[src/rtl/vms_pkg.sv]
package vms_pkg;

  typedef enum logic [2:0] {
    ST_IDLE = 3'd0,
    ST_RD1  = 3'd1,
    ST_RD2  = 3'd2,
    ST_WR2  = 3'd3,
    ST_WR1  = 3'd4,
    ST_FIN  = 3'd5
  } vms_state_e;

endpackage

[src/rtl/vms_addr_gen.sv]
module vms_addr_gen #(
  parameter int AW = 15,
  parameter int SW = 16,
  parameter int IW = 2
) (
  input  logic                 clk,
  input  logic                 rst_n,
  input  logic                 load_i,
  input  logic                 adv_i,
  input  logic                 dbl_i,
  input  logic [1:0][AW-1:0]   base_i,
  input  logic [1:0][SW-1:0]   stride_i,
  input  logic                 vsel_i,
  input  logic [IW-1:0]        widx_i,
  output logic [AW-1:0]        addr_o
);

  localparam int XW = (SW + 2 > AW) ? SW + 2 : AW;

  logic [1:0][AW-1:0] ptr_q;

  for (genvar g = 0; g < 2; g++) begin : g_chan
    logic signed [XW-1:0] step_x2;
    logic signed [XW-1:0] step_x4;
    logic [AW-1:0]        step_d;
    logic [AW-1:0]        step_q;
    logic [AW-1:0]        ptr_d;
    logic                 ptr_en;

    always_comb begin
      step_x2 = XW'($signed({stride_i[g], 1'b0}));
      step_x4 = XW'($signed({stride_i[g], 2'b00}));
      step_d  = dbl_i ? step_x4[AW-1:0] : step_x2[AW-1:0];
    end

    always_comb begin
      ptr_en = load_i | adv_i;
      ptr_d  = load_i ? base_i[g] : ptr_q[g] + step_q;
    end

    always_ff @(posedge clk or negedge rst_n) begin
      if (!rst_n) begin
        ptr_q[g] <= '0;
        step_q   <= '0;
      end else begin
        if (ptr_en) ptr_q[g] <= ptr_d;
        if (load_i) step_q   <= step_d;
      end
    end
  end

  assign addr_o = ptr_q[vsel_i] + AW'(widx_i);

endmodule

[src/rtl/vms_elem_buf.sv]
module vms_elem_buf #(
  parameter int DW    = 16,
  parameter int WORDS = 4,
  parameter int IW    = 2
) (
  input  logic           clk,
  input  logic           rst_n,
  input  logic           rd_i,
  input  logic           rsel_i,
  input  logic [IW-1:0]  ridx_i,
  input  logic [DW-1:0]  rdata_i,
  input  logic           osel_i,
  input  logic [IW-1:0]  oidx_i,
  output logic [DW-1:0]  data_o
);

  localparam int SLOTS = 2 * WORDS;

  logic          pend_q;
  logic          psel_q;
  logic [IW-1:0] pidx_q;
  logic [DW-1:0] slot [SLOTS];

  // Remember which slot the outstanding read belongs to
  always_ff @(posedge clk or negedge rst_n) begin
    if (!rst_n) begin
      pend_q <= 1'b0;
      psel_q <= 1'b0;
      pidx_q <= '0;
    end else begin
      pend_q <= rd_i;
      if (rd_i) begin
        psel_q <= rsel_i;
        pidx_q <= ridx_i;
      end
    end
  end

  for (genvar v = 0; v < 2; v++) begin : g_vec
    for (genvar w = 0; w < WORDS; w++) begin : g_word
      logic          cap_en;
      logic [DW-1:0] word_q;

      assign cap_en = pend_q && (psel_q == v[0]) && (pidx_q == IW'(w));

      always_ff @(posedge clk or negedge rst_n) begin
        if (!rst_n)      word_q <= '0;
        else if (cap_en) word_q <= rdata_i;
      end

      assign slot[v*WORDS + w] = word_q;
    end
  end

  assign data_o = slot[int'({osel_i, oidx_i})];

endmodule

[src/rtl/vms_ctrl.sv]
module vms_ctrl
  import vms_pkg::*;
#(
  parameter int CW        = 16,
  parameter int IW        = 2,
  parameter int SGL_WORDS = 2,
  parameter int DBL_WORDS = 4
) (
  input  logic          clk,
  input  logic          rst_n,
  input  logic          start_i,
  input  logic [CW-1:0] count_i,
  input  logic          swap_i,
  input  logic          dbl_i,
  output logic          load_o,
  output logic          adv_o,
  output logic          busy_o,
  output logic          done_o,
  output logic          req_o,
  output logic          we_o,
  output logic          rd_o,
  output logic          vsel_o,
  output logic          dsel_o,
  output logic          dbl_o,
  output logic [IW-1:0] widx_o
);

  localparam logic [IW-1:0] LAST_SGL = IW'(SGL_WORDS - 1);
  localparam logic [IW-1:0] LAST_DBL = IW'(DBL_WORDS - 1);

  vms_state_e    state_q, state_d;
  logic [IW-1:0] widx_q, widx_d;
  logic [CW-1:0] rem_q, rem_d;
  logic          swap_q, dbl_q;
  logic          last_w;
  logic          elem_end;
  logic          step_en;

  assign last_w = (widx_q == (dbl_q ? LAST_DBL : LAST_SGL));
  assign load_o = (state_q == ST_IDLE) && start_i;

  always_comb begin
    state_d  = state_q;
    widx_d   = widx_q;
    rem_d    = rem_q;
    elem_end = 1'b0;
    unique case (state_q)
      ST_IDLE: begin
        widx_d = '0;
        if (start_i) begin
          if ($signed(count_i) <= 0) begin
            state_d = ST_FIN;
          end else begin
            state_d = ST_RD1;
            rem_d   = count_i;
          end
        end
      end
      ST_RD1: begin
        widx_d = last_w ? '0 : widx_q + 1'b1;
        if (last_w) state_d = ST_RD2;
      end
      ST_RD2: begin
        widx_d = last_w ? '0 : widx_q + 1'b1;
        if (last_w) state_d = ST_WR2;
      end
      ST_WR2: begin
        widx_d = last_w ? '0 : widx_q + 1'b1;
        if (last_w) begin
          if (swap_q) state_d = ST_WR1;
          else        elem_end = 1'b1;
        end
      end
      ST_WR1: begin
        widx_d = last_w ? '0 : widx_q + 1'b1;
        if (last_w) elem_end = 1'b1;
      end
      ST_FIN:  state_d = ST_IDLE;
      default: state_d = ST_IDLE;
    endcase
    if (elem_end) begin
      rem_d   = rem_q - 1'b1;
      state_d = (rem_q == CW'(1)) ? ST_FIN : ST_RD1;
    end
  end

  assign step_en = (state_q != ST_IDLE) || start_i;

  always_ff @(posedge clk or negedge rst_n) begin
    if (!rst_n) begin
      state_q <= ST_IDLE;
      widx_q  <= '0;
      rem_q   <= '0;
      swap_q  <= 1'b0;
      dbl_q   <= 1'b0;
    end else begin
      if (step_en) begin
        state_q <= state_d;
        widx_q  <= widx_d;
        rem_q   <= rem_d;
      end
      if (load_o) begin
        swap_q <= swap_i;
        dbl_q  <= dbl_i;
      end
    end
  end

  always_comb begin
    adv_o  = elem_end;
    busy_o = (state_q != ST_IDLE);
    done_o = (state_q == ST_FIN);
    rd_o   = (state_q == ST_RD1) || (state_q == ST_RD2);
    we_o   = (state_q == ST_WR1) || (state_q == ST_WR2);
    req_o  = rd_o || we_o;
    vsel_o = (state_q == ST_RD2) || (state_q == ST_WR2);
    dsel_o = (state_q == ST_WR1);
    dbl_o  = dbl_q;
    widx_o = widx_q;
  end

endmodule

[src/rtl/vec_move_swap.sv]
module vec_move_swap #(
  parameter int AW        = 15,
  parameter int DW        = 16,
  parameter int SW        = 16,
  parameter int CW        = 16,
  parameter int SGL_WORDS = 2,
  parameter int DBL_WORDS = 4
) (
  input  logic          clk,
  input  logic          rst_n,
  input  logic          start_i,
  input  logic [AW-1:0] base1_i,
  input  logic [AW-1:0] base2_i,
  input  logic [SW-1:0] stride1_i,
  input  logic [SW-1:0] stride2_i,
  input  logic [CW-1:0] count_i,
  input  logic          swap_i,
  input  logic          prec_dbl_i,
  output logic          busy_o,
  output logic          done_o,
  output logic          mem_req_o,
  output logic          mem_we_o,
  output logic [AW-1:0] mem_addr_o,
  output logic [DW-1:0] mem_wdata_o,
  input  logic [DW-1:0] mem_rdata_i
);

  localparam int IW = (DBL_WORDS > 1) ? $clog2(DBL_WORDS) : 1;

  // Reset: asserted asynchronously, released after two clock edges
  logic rst_meta_n, rst_sync_n;

  always_ff @(posedge clk or negedge rst_n) begin
    if (!rst_n) begin
      rst_meta_n <= 1'b0;
      rst_sync_n <= 1'b0;
    end else begin
      rst_meta_n <= 1'b1;
      rst_sync_n <= rst_meta_n;
    end
  end

  logic          load, adv, rd, vsel, dsel, dbl_q;
  logic [IW-1:0] widx;

  vms_ctrl #(
    .CW(CW), .IW(IW), .SGL_WORDS(SGL_WORDS), .DBL_WORDS(DBL_WORDS)
  ) u_ctrl (
    .clk     (clk),
    .rst_n   (rst_sync_n),
    .start_i (start_i),
    .count_i (count_i),
    .swap_i  (swap_i),
    .dbl_i   (prec_dbl_i),
    .load_o  (load),
    .adv_o   (adv),
    .busy_o  (busy_o),
    .done_o  (done_o),
    .req_o   (mem_req_o),
    .we_o    (mem_we_o),
    .rd_o    (rd),
    .vsel_o  (vsel),
    .dsel_o  (dsel),
    .dbl_o   (dbl_q),
    .widx_o  (widx)
  );

  vms_addr_gen #(
    .AW(AW), .SW(SW), .IW(IW)
  ) u_addr (
    .clk      (clk),
    .rst_n    (rst_sync_n),
    .load_i   (load),
    .adv_i    (adv),
    .dbl_i    (prec_dbl_i),
    .base_i   ({base2_i, base1_i}),
    .stride_i ({stride2_i, stride1_i}),
    .vsel_i   (vsel),
    .widx_i   (widx),
    .addr_o   (mem_addr_o)
  );

  vms_elem_buf #(
    .DW(DW), .WORDS(DBL_WORDS), .IW(IW)
  ) u_buf (
    .clk     (clk),
    .rst_n   (rst_sync_n),
    .rd_i    (rd),
    .rsel_i  (vsel),
    .ridx_i  (widx),
    .rdata_i (mem_rdata_i),
    .osel_i  (dsel),
    .oidx_i  (widx),
    .data_o  (mem_wdata_o)
  );

  logic unused_dbl;
  assign unused_dbl = dbl_q;

endmodule

[config.mk]
export PLATFORM = sky130hd
export DESIGN_NAME = vec_move_swap
export DESIGN_NICKNAME = d
export VERILOG_FILES = /design/src/rtl/vms_pkg.sv /design/src/rtl/vms_addr_gen.sv /design/src/rtl/vms_elem_buf.sv /design/src/rtl/vms_ctrl.sv /design/src/rtl/vec_move_swap.sv
export SDC_FILE = /design/constraint.sdc
export NUM_CORES = 1
export LEC_CHECK = 0
export BUFFER_PORTS_ARGS = -buffer_cell sky130_fd_sc_hd__buf_2
export CORE_MARGIN = 3
export CORE_UTILIZATION = 35
export DETAILED_ROUTE_END_ITERATION = 12
export HOLD_SLACK_MARGIN = 0.06
export RECOVER_POWER = 50
export REMOVE_ABC_BUFFERS = 1
export SLEW_MARGIN = 20
export SYNTH_ARGS = -nofsm -noshare
export SYNTH_HDL_FRONTEND = slang
export SYNTH_SLANG_ARGS = --single-unit
[constraint.sdc]
create_clock -name clk -period 9.15 [get_ports clk]
set_input_delay 0.915 -clock clk [delete_from_list [all_inputs] [get_ports clk]]
set_output_delay 0.915 -clock clk [all_outputs]
set_load 0.05 [all_outputs]
==> metrics.cfg <==
[outcome]
outcome = complete, but fails checks
violations = capacitance limit, slew limit

[clock_tree]
cts-resized-gates = 0
cts-hold-fix-buffers = 0
cts_buffers = 25
cts_max_path_buffers = 3
post_cts_buffers = 0
h-tree-depth = 1
clkSinkCount = 215
root_buffer = clkbuf_16
cts_tree = done
clkTransAtPathRegs_ns = 0.06
clock_latency_ns = 0.52

[power_and_ir_drop]
swShare = 0.427
p_leak_nw = 5.95
internal_power_w = 0.00322
comb_power_share = 0.506
irDropWorstVdd_mv = 0.250
power_switching_w = 0.00240
powerDensity_mw_per_mm2 = 417
clock_power_share = 0.181
seqPwrFrac = 0.313

[detailed_routing]
drc = 0
num_vias = 8471
drtAntennaViolNets = 0
dr.pass1.iters = 4
routedWlPerCell_um = 17.4
vias_per_cell = 5.17
wl_um = 28400
drtIter0Drc = 447

[logic_synthesis]
synth-seq-area-share = 0.465
yosys_warnings = 0
synth_cell_types = 58
syn_avg_cell_area_um2 = 10.8
synth_edf_count = 0
synth_area_leaders = dfrtp_1, mux2_2, mux4_2, nand2_1, o21ai_0
synth_top_area_frac = 0.465
netlist_instances = 1067
synth_area_mm2 = 0.0116
synth_async_sr_flop_share = 1.00
ys_ff_latch = 215
synth.largest_area_cell = dfrtp_1
synth_ff_type = dfrtp_1

[timing]
finalClockSkew_ns = 0.0143
tightest_slew_ns = 3.91
min_period_over_period = 0.559
final-max-slew-violation-count = 122
fin_tns_setup_ns = 0
worst_slack_ns = 4.04
slew-limit-headroom = -1.60
setup_viol = 0
min_period_ns = 5.11
rsz0062_at_grt = false
finalHoldViolations = 0
max_clock_freq_mhz = 196

[worst_setup_path]
critPathBufInv = 1
setup.worst_path.start = rst_sync_n
worstSetupPathType = register to async pin
crit_fanout = 72
arrival_ns = 4.54
crit_slowest_cell = clkbuf_1
crit_path_max_incr_delay_ns = 2.81
endpoint_kind = async pin
path_cells = clkbuf_1
required_ns = 8.57
critPathTopFamily = buffers and inverters
start_kind = register
r2r-start = rst_sync_n

[grt]
grt_pass1_vias = 8536
grt-ovfl-total = 0
grt_first_pass_wirelength_um = 46200
antenna_found_initial = 3
gr-usage-all-layers = 0.158
grt_max_degree = 84

[placement]
postPlaceCellArea_mm2 = 0.0127
place_congestion = 0.797
port_buffers = 129
hpwl_um = 18700
dp_slack_ns = 4.91

[final_layout]
final_common_cell = dfrtp_1
fin_nets = 1315
fillers = 3157
mostFrequentLayoutCells = dfrtp_1, nand2_1, mux2_2
multi_input_area_mm2 = 0.00589
area_delta_synth_final_pct = 16.4
ff_latch_area_mm2 = 0.00538
fin_area_mm2 = 0.0135
drive_above_1_share = 0.296

[die]
core_area_mm2 = 0.0320
dieHeight_um = 188
die_x_um = 188
die_area_mm2 = 0.0352
rows = 65
initial_core_util = 0.361
num_io_pins = 134

[job]
drv_cap = 2

[hold_path]
hold_class = primary input to async pin

-- routing by layer --
layer / track usage / wire length [µm] / vias to the layer above
li1: - / - / 4083
met1: 0.225 / 13500 / 4189
met2: 0.255 / 13200 / 149
met3: 0.0264 / 1060 / 46
met4: 0.0378 / 570 / 4
met5: 0 / 27 / -
-- worst paths after layout --
kind / endpoint / slack (ns) / cells after the start
worst max-delay path: u_ctrl.widx_o[0] / 4.04 / 1
worst min-delay path: rst_sync_n / 0.19 / 1
worst max register to register: u_ctrl.widx_o[0] / 4.04 / 1
worst min register to register: rst_sync_n / 0.35 / 0
max in group clk: mem_addr_o[12] / 4.33 / 11
min in group clk: rst_sync_n / 0.35 / 0
-- synth_stat cells (2+ instances only) --
cell type / count
nand4b_1: 4
a41oi_1: 2
nand4_1: 2
buf_1: 3
nor2_1: 60
xor2_1: 15
clkbuf_1: 29
mux4_2: 32
and3_1: 5
buf_4: 2
nor2b_1: 2
fa_1: 3
o21a_1: 7
nor3_2: 2
or3_1: 4
inv_1: 9
a21o_1: 11
a211oi_1: 9
dfrtp_1: 215
o21ai_0: 81
a21oi_1: 58
ha_1: 30
o22ai_1: 2
nor4_1: 4
nand2b_1: 5
xnor2_1: 16
nor3b_2: 2
buf_2: 24
o21ai_1: 4
mux2_2: 132
a31oi_1: 11
and2_1: 5
a311oi_1: 3
nor3_1: 16
mux2i_1: 37
nand2_1: 164
nand3_1: 30
nand3b_1: 4
a22oi_1: 4
-- sequential cells by signal (all words and copies together), names as in the netlist, 2 cells and up --
name / flops
u_ctrl.rem_q: 16
u_ctrl.state_q: 3
u_buf.pidx_q: 2
u_buf.g_vec.g_word.word_q: 128
u_ctrl.widx_o: 2
u_addr.ptr_q: 30
u_addr.g_chan.step_q: 28
-- per-stage QoR --
stage / instances / utilization / total power, W / hold WS, ns
final: 1638 / 0.420 / 0.00562 / 0.194
after global routing: 1638 / 0.420 / 0.00603 / 0.179
after CTS: 1637 / 0.422 / 0.00568 / 0.148
after detailed placement: 1591 / 0.395 / 0.00464 / 0.282
after global placement: 1591 / 0.395 / 0.00456 / 0.283
after floorplan: 1009 / - / 0.00396 / 0.331
-- final cells by class --
class / instances / area share
Inverter: 9 / 0.00251
Tap cell: 435 / 0.0405
Multi-Input combinational cell: 785 / 0.438
Sequential cell: 215 / 0.400
Antenna cell: 1 / 0.000186
Clock inverter: 14 / 0.00976
Clock buffer: 32 / 0.0537
Timing Repair Buffer: 147 / 0.0554
-- cells by family after synthesis --
logic type | synth area share
AND/OR/NAND/NOR | 0.120
adder cells (fa/ha/maj) | 0.0377
XOR/XNOR | 0.0249
other | 0.000324
flip-flops | 0.465
buffers and inverters | 0.0250
AO/OA/AOI/OAI | 0.104
multiplexers | 0.223
-- power by group through the flow --
stage / Clock, W / Combinational [W] / Sequential, W
2_1_floorplan: 0 / 0.00224 / 0.00172
3_3_place_gp: 0 / 0.00281 / 0.00175
3_5_place_dp: 0 / 0.00286 / 0.00177
4_1_cts: 0.00105 / 0.00287 / 0.00176
5_1_grt: 0.00109 / 0.00312 / 0.00182
6_report: 0.00102 / 0.00284 / 0.00176
Power figures use the tool's default switching activity.
